`config.mk`:
```
export PLATFORM = sky130hd
export DESIGN_NAME = dir_fifo
export DESIGN_NICKNAME = d
export VERILOG_FILES = /design/src/rtl/dir_fifo_pkg.sv /design/src/rtl/dir_fifo_sync.sv /design/src/rtl/dir_fifo_tgl.sv /design/src/rtl/dir_fifo_core.sv /design/src/rtl/dir_fifo.sv
export SDC_FILE = /design/constraint.sdc
export NUM_CORES = 1
export LEC_CHECK = 0
export BUFFER_PORTS_ARGS = -buffer_cell sky130_fd_sc_hd__buf_4
export CORE_UTILIZATION = 55
export CTS_BUF_LIST = sky130_fd_sc_hd__clkbuf_16
export CTS_CLUSTER_DIAMETER = 50
export DETAILED_ROUTE_END_ITERATION = 16
export HOLD_SLACK_MARGIN = 0.02
export MAX_ROUTING_LAYER = met4
export PLACE_DENSITY = 0.79
export SLEW_MARGIN = 20
export SYNTH_ARGS = -nofsm -noshare
export SYNTH_HDL_FRONTEND = slang
export SYNTH_SLANG_ARGS = --single-unit
```
`constraint.sdc`:
```
create_clock -name clk_i -period 5.7 [get_ports clk_i]
set_input_delay 0.285 -clock clk_i [delete_from_list [all_inputs] [get_ports clk_i]]
set_output_delay 0.285 -clock clk_i [all_outputs]
set_load 0.02 [all_outputs]
```
`src/rtl/dir_fifo_pkg.sv`:
```
package dir_fifo_pkg;
  typedef enum logic [1:0] {
    MODE_OFF = 2'd0,
    MODE_TX  = 2'd1,
    MODE_RX  = 2'd2
  } fifo_mode_e;
endpackage

```
`src/rtl/dir_fifo_sync.sv`:
```
module dir_fifo_sync #(
  parameter int W = 1
) (
  input  logic         clk_i,
  input  logic         rst_ni,
  input  logic [W-1:0] d_i,
  output logic [W-1:0] q_o
);
  logic [W-1:0] s1_q, s2_q;
  always_ff @(posedge clk_i or negedge rst_ni) begin
    if (!rst_ni) begin
      s1_q <= '0;
      s2_q <= '0;
    end else begin
      s1_q <= d_i;
      s2_q <= s1_q;
    end
  end
  assign q_o = s2_q;
endmodule

```
`src/rtl/dir_fifo_tgl.sv`:
```
module dir_fifo_tgl (
  input  logic clk_i,
  input  logic rst_ni,
  input  logic tgl_i,
  output logic pulse_o
);
  logic sync_q, last_q;
  dir_fifo_sync #(.W(1)) u_sync (
    .clk_i (clk_i),
    .rst_ni(rst_ni),
    .d_i   (tgl_i),
    .q_o   (sync_q)
  );
  always_ff @(posedge clk_i or negedge rst_ni) begin
    if (!rst_ni) last_q <= 1'b0;
    else         last_q <= sync_q;
  end
  assign pulse_o = sync_q ^ last_q;
endmodule

```
`src/rtl/dir_fifo_core.sv`:
```
module dir_fifo_core #(
  parameter int DW = 32,
  parameter int DEPTH = 32,
  parameter int AW = $clog2(DEPTH),
  parameter int CW = AW + 1
) (
  input  logic          clk_i,
  input  logic          rst_ni,
  input  logic          en_i,
  input  logic          push_i,
  input  logic [DW-1:0] wdata_i,
  input  logic          pop_i,
  output logic [DW-1:0] rdata_o,
  output logic [CW-1:0] cnt_o,
  output logic          full_o,
  output logic          empty_o,
  output logic          half_o,
  output logic          avail_o,
  output logic          ovr_o,
  output logic          udr_o
);
  localparam logic [CW-1:0] FULL_CNT = CW'(DEPTH);
  localparam logic [CW-1:0] HALF_CNT = CW'(DEPTH / 2);

  logic [DW-1:0] mem_q [DEPTH];
  logic [AW-1:0] wptr_q, rptr_q;
  logic [CW-1:0] cnt_q;
  logic          ovr_q, udr_q, is_full, is_empty, do_push, do_pop;
  logic [DW-1:0] rdata_q;

  assign is_full  = (cnt_q == FULL_CNT);
  assign is_empty = (cnt_q == '0);
  assign do_push  = en_i && push_i && !is_full;
  assign do_pop   = en_i && pop_i && !is_empty;

  always_ff @(posedge clk_i or negedge rst_ni) begin
    if (!rst_ni) begin
      wptr_q <= '0;
      rptr_q <= '0;
      cnt_q  <= '0;
      ovr_q  <= 1'b0;
      udr_q  <= 1'b0;
    end else if (!en_i) begin
      wptr_q <= '0;
      rptr_q <= '0;
      cnt_q  <= '0;
      ovr_q  <= 1'b0;
      udr_q  <= 1'b0;
    end else begin
      if (do_push) wptr_q <= wptr_q + 1'b1;
      if (do_pop)  rptr_q <= rptr_q + 1'b1;
      if (do_push && !do_pop)      cnt_q <= cnt_q + 1'b1;
      else if (do_pop && !do_push) cnt_q <= cnt_q - 1'b1;
      if (push_i && is_full) ovr_q <= 1'b1;
      if (pop_i && is_empty) udr_q <= 1'b1;
    end
  end

  always_ff @(posedge clk_i) begin
    if (do_push) mem_q[wptr_q] <= wdata_i;
  end

  // prefetched output word, one cycle behind pointer or entry change
  always_ff @(posedge clk_i or negedge rst_ni) begin
    if (!rst_ni) rdata_q <= '0;
    else         rdata_q <= mem_q[rptr_q];
  end

  assign rdata_o = rdata_q;
  assign cnt_o   = cnt_q;
  assign full_o  = en_i && is_full;
  assign empty_o = en_i && is_empty;
  assign half_o  = en_i && (cnt_q >= HALF_CNT);
  assign avail_o = en_i && !is_empty;
  assign ovr_o   = en_i && ovr_q;
  assign udr_o   = en_i && udr_q;
endmodule

```
`src/rtl/dir_fifo.sv`:
```
module dir_fifo
  import dir_fifo_pkg::*;
#(
  parameter int DW = 32,
  parameter int DEPTH = 32,
  parameter int AW = $clog2(DEPTH)
) (
  input  logic          clk_i,
  input  logic          rst_ni,
  input  logic          tx_act_i,
  input  logic          rx_act_i,
  input  logic          bus_wr_i,
  input  logic [AW-1:0] bus_addr_i,
  input  logic [DW-1:0] bus_wdata_i,
  input  logic          bus_rd_i,
  input  logic          dp_push_tgl_i,
  input  logic [DW-1:0] dp_wdata_i,
  input  logic          dp_pull_tgl_i,
  output logic [DW-1:0] data_o,
  output logic          full_o,
  output logic          empty_o,
  output logic          half_o,
  output logic          avail_o,
  output logic          ovr_o,
  output logic          udr_o
);
  localparam int CW = AW + 1;

  logic [1:0]    act_s;
  logic          dp_push, dp_pull, push, pop;
  logic [DW-1:0] wdata;
  logic [CW-1:0] cnt;
  fifo_mode_e    mode;
  logic          unused_addr;

  // whole window maps onto the FIFO
  assign unused_addr = ^bus_addr_i;

  dir_fifo_sync #(.W(2)) u_act_sync (
    .clk_i (clk_i),
    .rst_ni(rst_ni),
    .d_i   ({rx_act_i, tx_act_i}),
    .q_o   (act_s)
  );

  dir_fifo_tgl u_push_sync (
    .clk_i  (clk_i),
    .rst_ni (rst_ni),
    .tgl_i  (dp_push_tgl_i),
    .pulse_o(dp_push)
  );

  dir_fifo_tgl u_pull_sync (
    .clk_i  (clk_i),
    .rst_ni (rst_ni),
    .tgl_i  (dp_pull_tgl_i),
    .pulse_o(dp_pull)
  );

  always_comb begin
    unique case (act_s)
      2'b01:   mode = MODE_TX;
      2'b10:   mode = MODE_RX;
      default: mode = MODE_OFF;
    endcase
  end

  always_comb begin
    push  = 1'b0;
    pop   = 1'b0;
    wdata = bus_wdata_i;
    unique case (mode)
      MODE_TX: begin
        push = bus_wr_i;
        pop  = dp_pull;
      end
      MODE_RX: begin
        push  = dp_push;
        pop   = bus_rd_i;
        wdata = dp_wdata_i;
      end
      default: ;
    endcase
  end

  dir_fifo_core #(.DW(DW), .DEPTH(DEPTH), .AW(AW), .CW(CW)) u_core (
    .clk_i  (clk_i),
    .rst_ni (rst_ni),
    .en_i   (mode != MODE_OFF),
    .push_i (push),
    .wdata_i(wdata),
    .pop_i  (pop),
    .rdata_o(data_o),
    .cnt_o  (cnt),
    .full_o (full_o),
    .empty_o(empty_o),
    .half_o (half_o),
    .avail_o(avail_o),
    .ovr_o  (ovr_o),
    .udr_o  (udr_o)
  );
endmodule

```
==> impl_summary.md <==
STA
The final count of negative-setup-slack endpoints is 0. The post-route clock skew is 35.7 ps. The routed design could run at a clock period as short as 4260 ps. Of the available clock period, the critical path in the final layout requires between 70 and 80%.

The final number of max-transition violations is 0. The final hold violation count came to 0. Timing would allow up to approximately 230 MHz. The transition time of the tightest slew-check pin is 1070 ps.

Setup repair after global routing left no endpoint under its margin. Adding up every negative setup slack in the final design gives 0 ps. The headroom to the max-slew limit is 28.2%.

Clocking
CTS built an H-tree with a depth of 3. TritonCTS built the clock tree. After clock tree synthesis, the flow added hold-fix buffers numbering 6.

The number of clock sinks is 1084. The maximum buffer depth of the clock tree is 3. The clock transition at the registers of the reported paths is ~60 ps.

The clock buffer count from CTS is approximately 110. The number of instances resized during post-cts repair is 0. In this run the clock root is driven by a sky130_fd_sc_hd__clkbuf_16. Buffers added to address setup during post-CTS repair amount to 0. The clock insertion delay at the later pin of the skew report is 670 ps.

Logic synthesis
When the netlist entered floorplanning its net count stood at 2059. The post-synthesis cell area is 41800 µm². After technology mapping, the gate count stands at around 2000. The netlist uses 49 different library cells.

Yosys mapped a number of flops with a built-in enable equal to between 1000 and 1500. The number of warnings reported in the yosys synthesis log is 0. The share of the Yosys chip area taken by registers is 77.2%. After synthesis, the mean cell area works out to around 21 µm². Among all flip-flop cells after synthesis, the most frequent one is sky130_fd_sc_hd__edfxtp_1. Of all flip-flops after synthesis, the portion carrying an async set or reset was 5.54%.

The flop and latch count out of synthesis is ~1100.

Place
After detailed placement, the total cell area comes to ~44000 µm². At the end of routability-driven placement, the weighted congestion stood at about 0.8. The number of buffers added on ports is roughly 110. The placed wire-length estimate after detailed placement is approximately 54 mm.

Layout
The library cells used most frequently in the layout, excluding fill and tap cells, are sky130_fd_sc_hd__edfxtp_1, sky130_fd_sc_hd__mux4_2, sky130_fd_sc_hd__mux2i_1, sky130_fd_sc_hd__buf_4, sky130_fd_sc_hd__clkbuf_16. The cell area after layout is 47500 µm². The layout filler cell count is 4739. Cells with a size suffix above 1 make up 27.6% of the layout. The count of nets after finishing is 2226.

The area overhead of the layout relative to synthesis is 13.7%. The number of inserted diodes is 0. The library cell used most frequently in the layout, excluding fill and tap cells, is sky130_fd_sc_hd__edfxtp_1.

Critical path
The arrival time of the worst setup path is 4590 ps. The most numerous cell type found on the critical path is sky130_fd_sc_hd__buf_4. The worst register-to-register path has a depth of 7. The required time reported for the critical path endpoint is 6030 ps. STA classifies the critical path startpoint as a flip-flop. The maximum single-stage delay on the critical path is 1170 ps.

The slowest stage of the critical path belongs to the cell sky130_fd_sc_hd__nor2_4. Walking the worst path, the cells encountered are inv_1 -> ha_2 -> buf_4 -> a22o_1 -> nand4_1 -> nor2_4 -> buf_4. The kind of critical path is flip-flop to flip-flop. Along the worst path, the maximum fanout reaches 36. The type of destination of the critical path is a flip-flop.

Floorplanning
The die covers around 77000 µm². During I/O placement, the number of pins put on the boundary was 115. The height of the die is 278 µm. For this configuration, the core starts out at a cell density of about 56%.

In this run the horizontal extent of the chip is 278 µm. The total core area is 74800 µm². The number of rows in the core area is 100.

Power and ir drop
For this design the ratio of total power to cell area is 382 nW/µm². The share of total power dissipated in sequential elements is 49.6%. The design internal power is 13.9 mW.

The final total power is between 15 and 20 mW. Net switching is 23.5% of the power. VDD sags by at most about 0.00028 V. The share of total power dissipated in combinational logic is between 10% and 20%. For this design the total switching power over the nets is approximately 4.3 mW. The clock network accounts for 38.4% of the total power. The leakage power summed over all cells is around 15 nW.

Route
Dividing the detail-routed via count by the number of cells gives 6.58. The via count is 21039. The initial DRC count is approximately 2700. The wire length reported by the detailed router is 99.0 mm.

The first detailed-routing pass ran for 5 iterations. The residual DRC count is 0. After detailed routing, the average wire length per cell comes to 31.0 µm.

The count of nets left with antenna violations after detail routing is 0.

GRT
Entering global routing, the biggest net connects 142 pins. The global router's overall resource usage is a little over a quarter. The number of global-route vias before repair is between 20000 and 25000. The initial antenna violation count was 0. The final global-route overflow total is 0. The first global-routing pass estimated 145 mm of wire.

Run
Across the run, the number of max-cap violations was 0.

Min path
The tightest min-delay check is of the input pin to flip-flop type. The number of cells on the worst hold path is 3.

Outcome
The run finished with clean final reports.
[synthesized netlist by cell type, types with 3 or more instances]
| master | number | share of area (%) |
|---|---|---|
| sky130_fd_sc_hd__o21ai_0 | 6 | 0.072 |
| sky130_fd_sc_hd__buf_4 | 23 | 0.41 |
| sky130_fd_sc_hd__xor2_1 | 4 | 0.084 |
| sky130_fd_sc_hd__a21oi_1 | 43 | 0.52 |
| sky130_fd_sc_hd__buf_1 | 13 | 0.12 |
| sky130_fd_sc_hd__or4_1 | 4 | 0.072 |
| sky130_fd_sc_hd__mux2i_1 | 161 | 3.9 |
| sky130_fd_sc_hd__a21o_1 | 3 | 0.054 |
| sky130_fd_sc_hd__nand4_1 | 4 | 0.060 |
| sky130_fd_sc_hd__inv_1 | 7 | 0.063 |
| sky130_fd_sc_hd__nor2b_1 | 10 | 0.15 |
| sky130_fd_sc_hd__a22o_1 | 3 | 0.063 |
| sky130_fd_sc_hd__mux4_2 | 193 | 10 |
| sky130_fd_sc_hd__buf_6 | 12 | 0.32 |
| sky130_fd_sc_hd__a211oi_1 | 31 | 0.56 |
| sky130_fd_sc_hd__mux2_2 | 34 | 0.92 |
| sky130_fd_sc_hd__o22ai_1 | 31 | 0.46 |
| sky130_fd_sc_hd__a22oi_1 | 64 | 1.2 |
| sky130_fd_sc_hd__clkbuf_1 | 50 | 0.45 |
| sky130_fd_sc_hd__nor2_1 | 47 | 0.42 |
| sky130_fd_sc_hd__o31ai_1 | 3 | 0.054 |
| sky130_fd_sc_hd__edfxtp_1 | 1024 | 74 |
| sky130_fd_sc_hd__nor3_1 | 4 | 0.048 |
| sky130_fd_sc_hd__o221ai_1 | 33 | 0.69 |
| sky130_fd_sc_hd__nand2_1 | 5 | 0.045 |
| sky130_fd_sc_hd__buf_2 | 13 | 0.16 |
| sky130_fd_sc_hd__or2_2 | 32 | 0.48 |
| sky130_fd_sc_hd__nand3_1 | 14 | 0.17 |
| sky130_fd_sc_hd__ha_1 | 12 | 0.36 |
| sky130_fd_sc_hd__dfrtp_1 | 60 | 3.6 |
| sky130_fd_sc_hd__nand3b_1 | 5 | 0.090 |
[path summary, 6_finish.rpt]
kind	startpoint	to	slack, ps
worst min register to register	u_pull_sync.u_sync.s1_q	u_pull_sync.u_sync.q_o	350
worst max-delay path	u_act_sync.q_o[0]	u_core.mem_q[6][2]	1440
worst max register to register	u_act_sync.q_o[0]	u_core.mem_q[6][2]	1440
worst min-delay path	bus_rd_i	u_core.udr_q	70
min in group asynchronous	rst_ni	u_act_sync.s1_q[1]	390
max in group asynchronous	rst_ni	u_core.rptr_q[1]	4560
[metal layers]
layer | track usage (%) | vias to the layer above | wire, µm
li1 | - | 8588 | -
met2 | 43.6 | 1248 | 50200
met1 | 34.1 | 10952 | 36100
met5 | - | - | 0
met4 | 10.6 | 0 | 3840
met3 | 4.73 | 251 | 8880
[cell families after synthesis]
logic type | synth area share, %
buffers and inverters | 1.61
multiplexers | 15.2
flip-flops | 77.2
AO/OA/AOI/OAI | 3.78
AND/OR/NAND/NOR | 1.69
adder cells (fa/ha/maj) | 0.407
XOR/XNOR | 0.105
[registers in the layout, summed over array words and instances (netlist names), 2 cells and up]
| name | count |
|---|---|
| u_core.wptr_q | 5 |
| u_core.cnt_o | 6 |
| u_core.rptr_q | 5 |
| u_act_sync.q_o | 2 |
| u_act_sync.s1_q | 2 |
| u_core.rdata_o | 32 |
| u_core.mem_q | 1024 |
[worst max-delay path, delay by kind of cell (launching register included)]
family                   cells  cell delay (ps)
flip-flops                   1              390
AO/OA/AOI/OAI                1              400
buffers and inverters        3              920
adder cells (fa/ha/maj)      1              170
AND/OR/NAND/NOR              2             2020
[power groups by stage]
stage / Clock [mW] / Combinational, mW / Sequential (mW)
after floorplan: 0 / 1.65 / 9.15
after global placement: 0 / 2.11 / 9.17
after detailed placement: 0 / 2.17 / 9.17
after CTS: 7.01 / 2.21 / 9.01
after global routing: 7.30 / 2.33 / 9.02
final: 6.97 / 2.19 / 9.00
[area by class of cell]
| cell class | instances | area, µm² | share of cell area [%] |
|---|---|---|---|
| clock buffer | 108 | 2700 | 5.69 |
| clock inverter | 94 | 792 | 1.67 |
| tap | 969 | 1210 | 2.55 |
| multi-input combinational | 764 | 9110 | 19.2 |
| sequential | 1084 | 32300 | 67.9 |
| inverter | 8 | 30.0 | 0.0632 |
| timing repair buffer | 171 | 1390 | 2.92 |
[stage by stage]
stage	cells	hold WS, ps	util, %	setup WS, ps
3_5_place_dp	2990	79.3	58.7	1550
5_1_grt	3198	88.2	63.5	1270
2_1_floorplan	1969	-10.6	-	2390
4_1_cts	3198	24.7	63.5	1430
3_3_place_gp	2990	76.4	58.7	1640
6_report	3198	68.1	63.5	1440
Power figures use the tool's default switching activity.
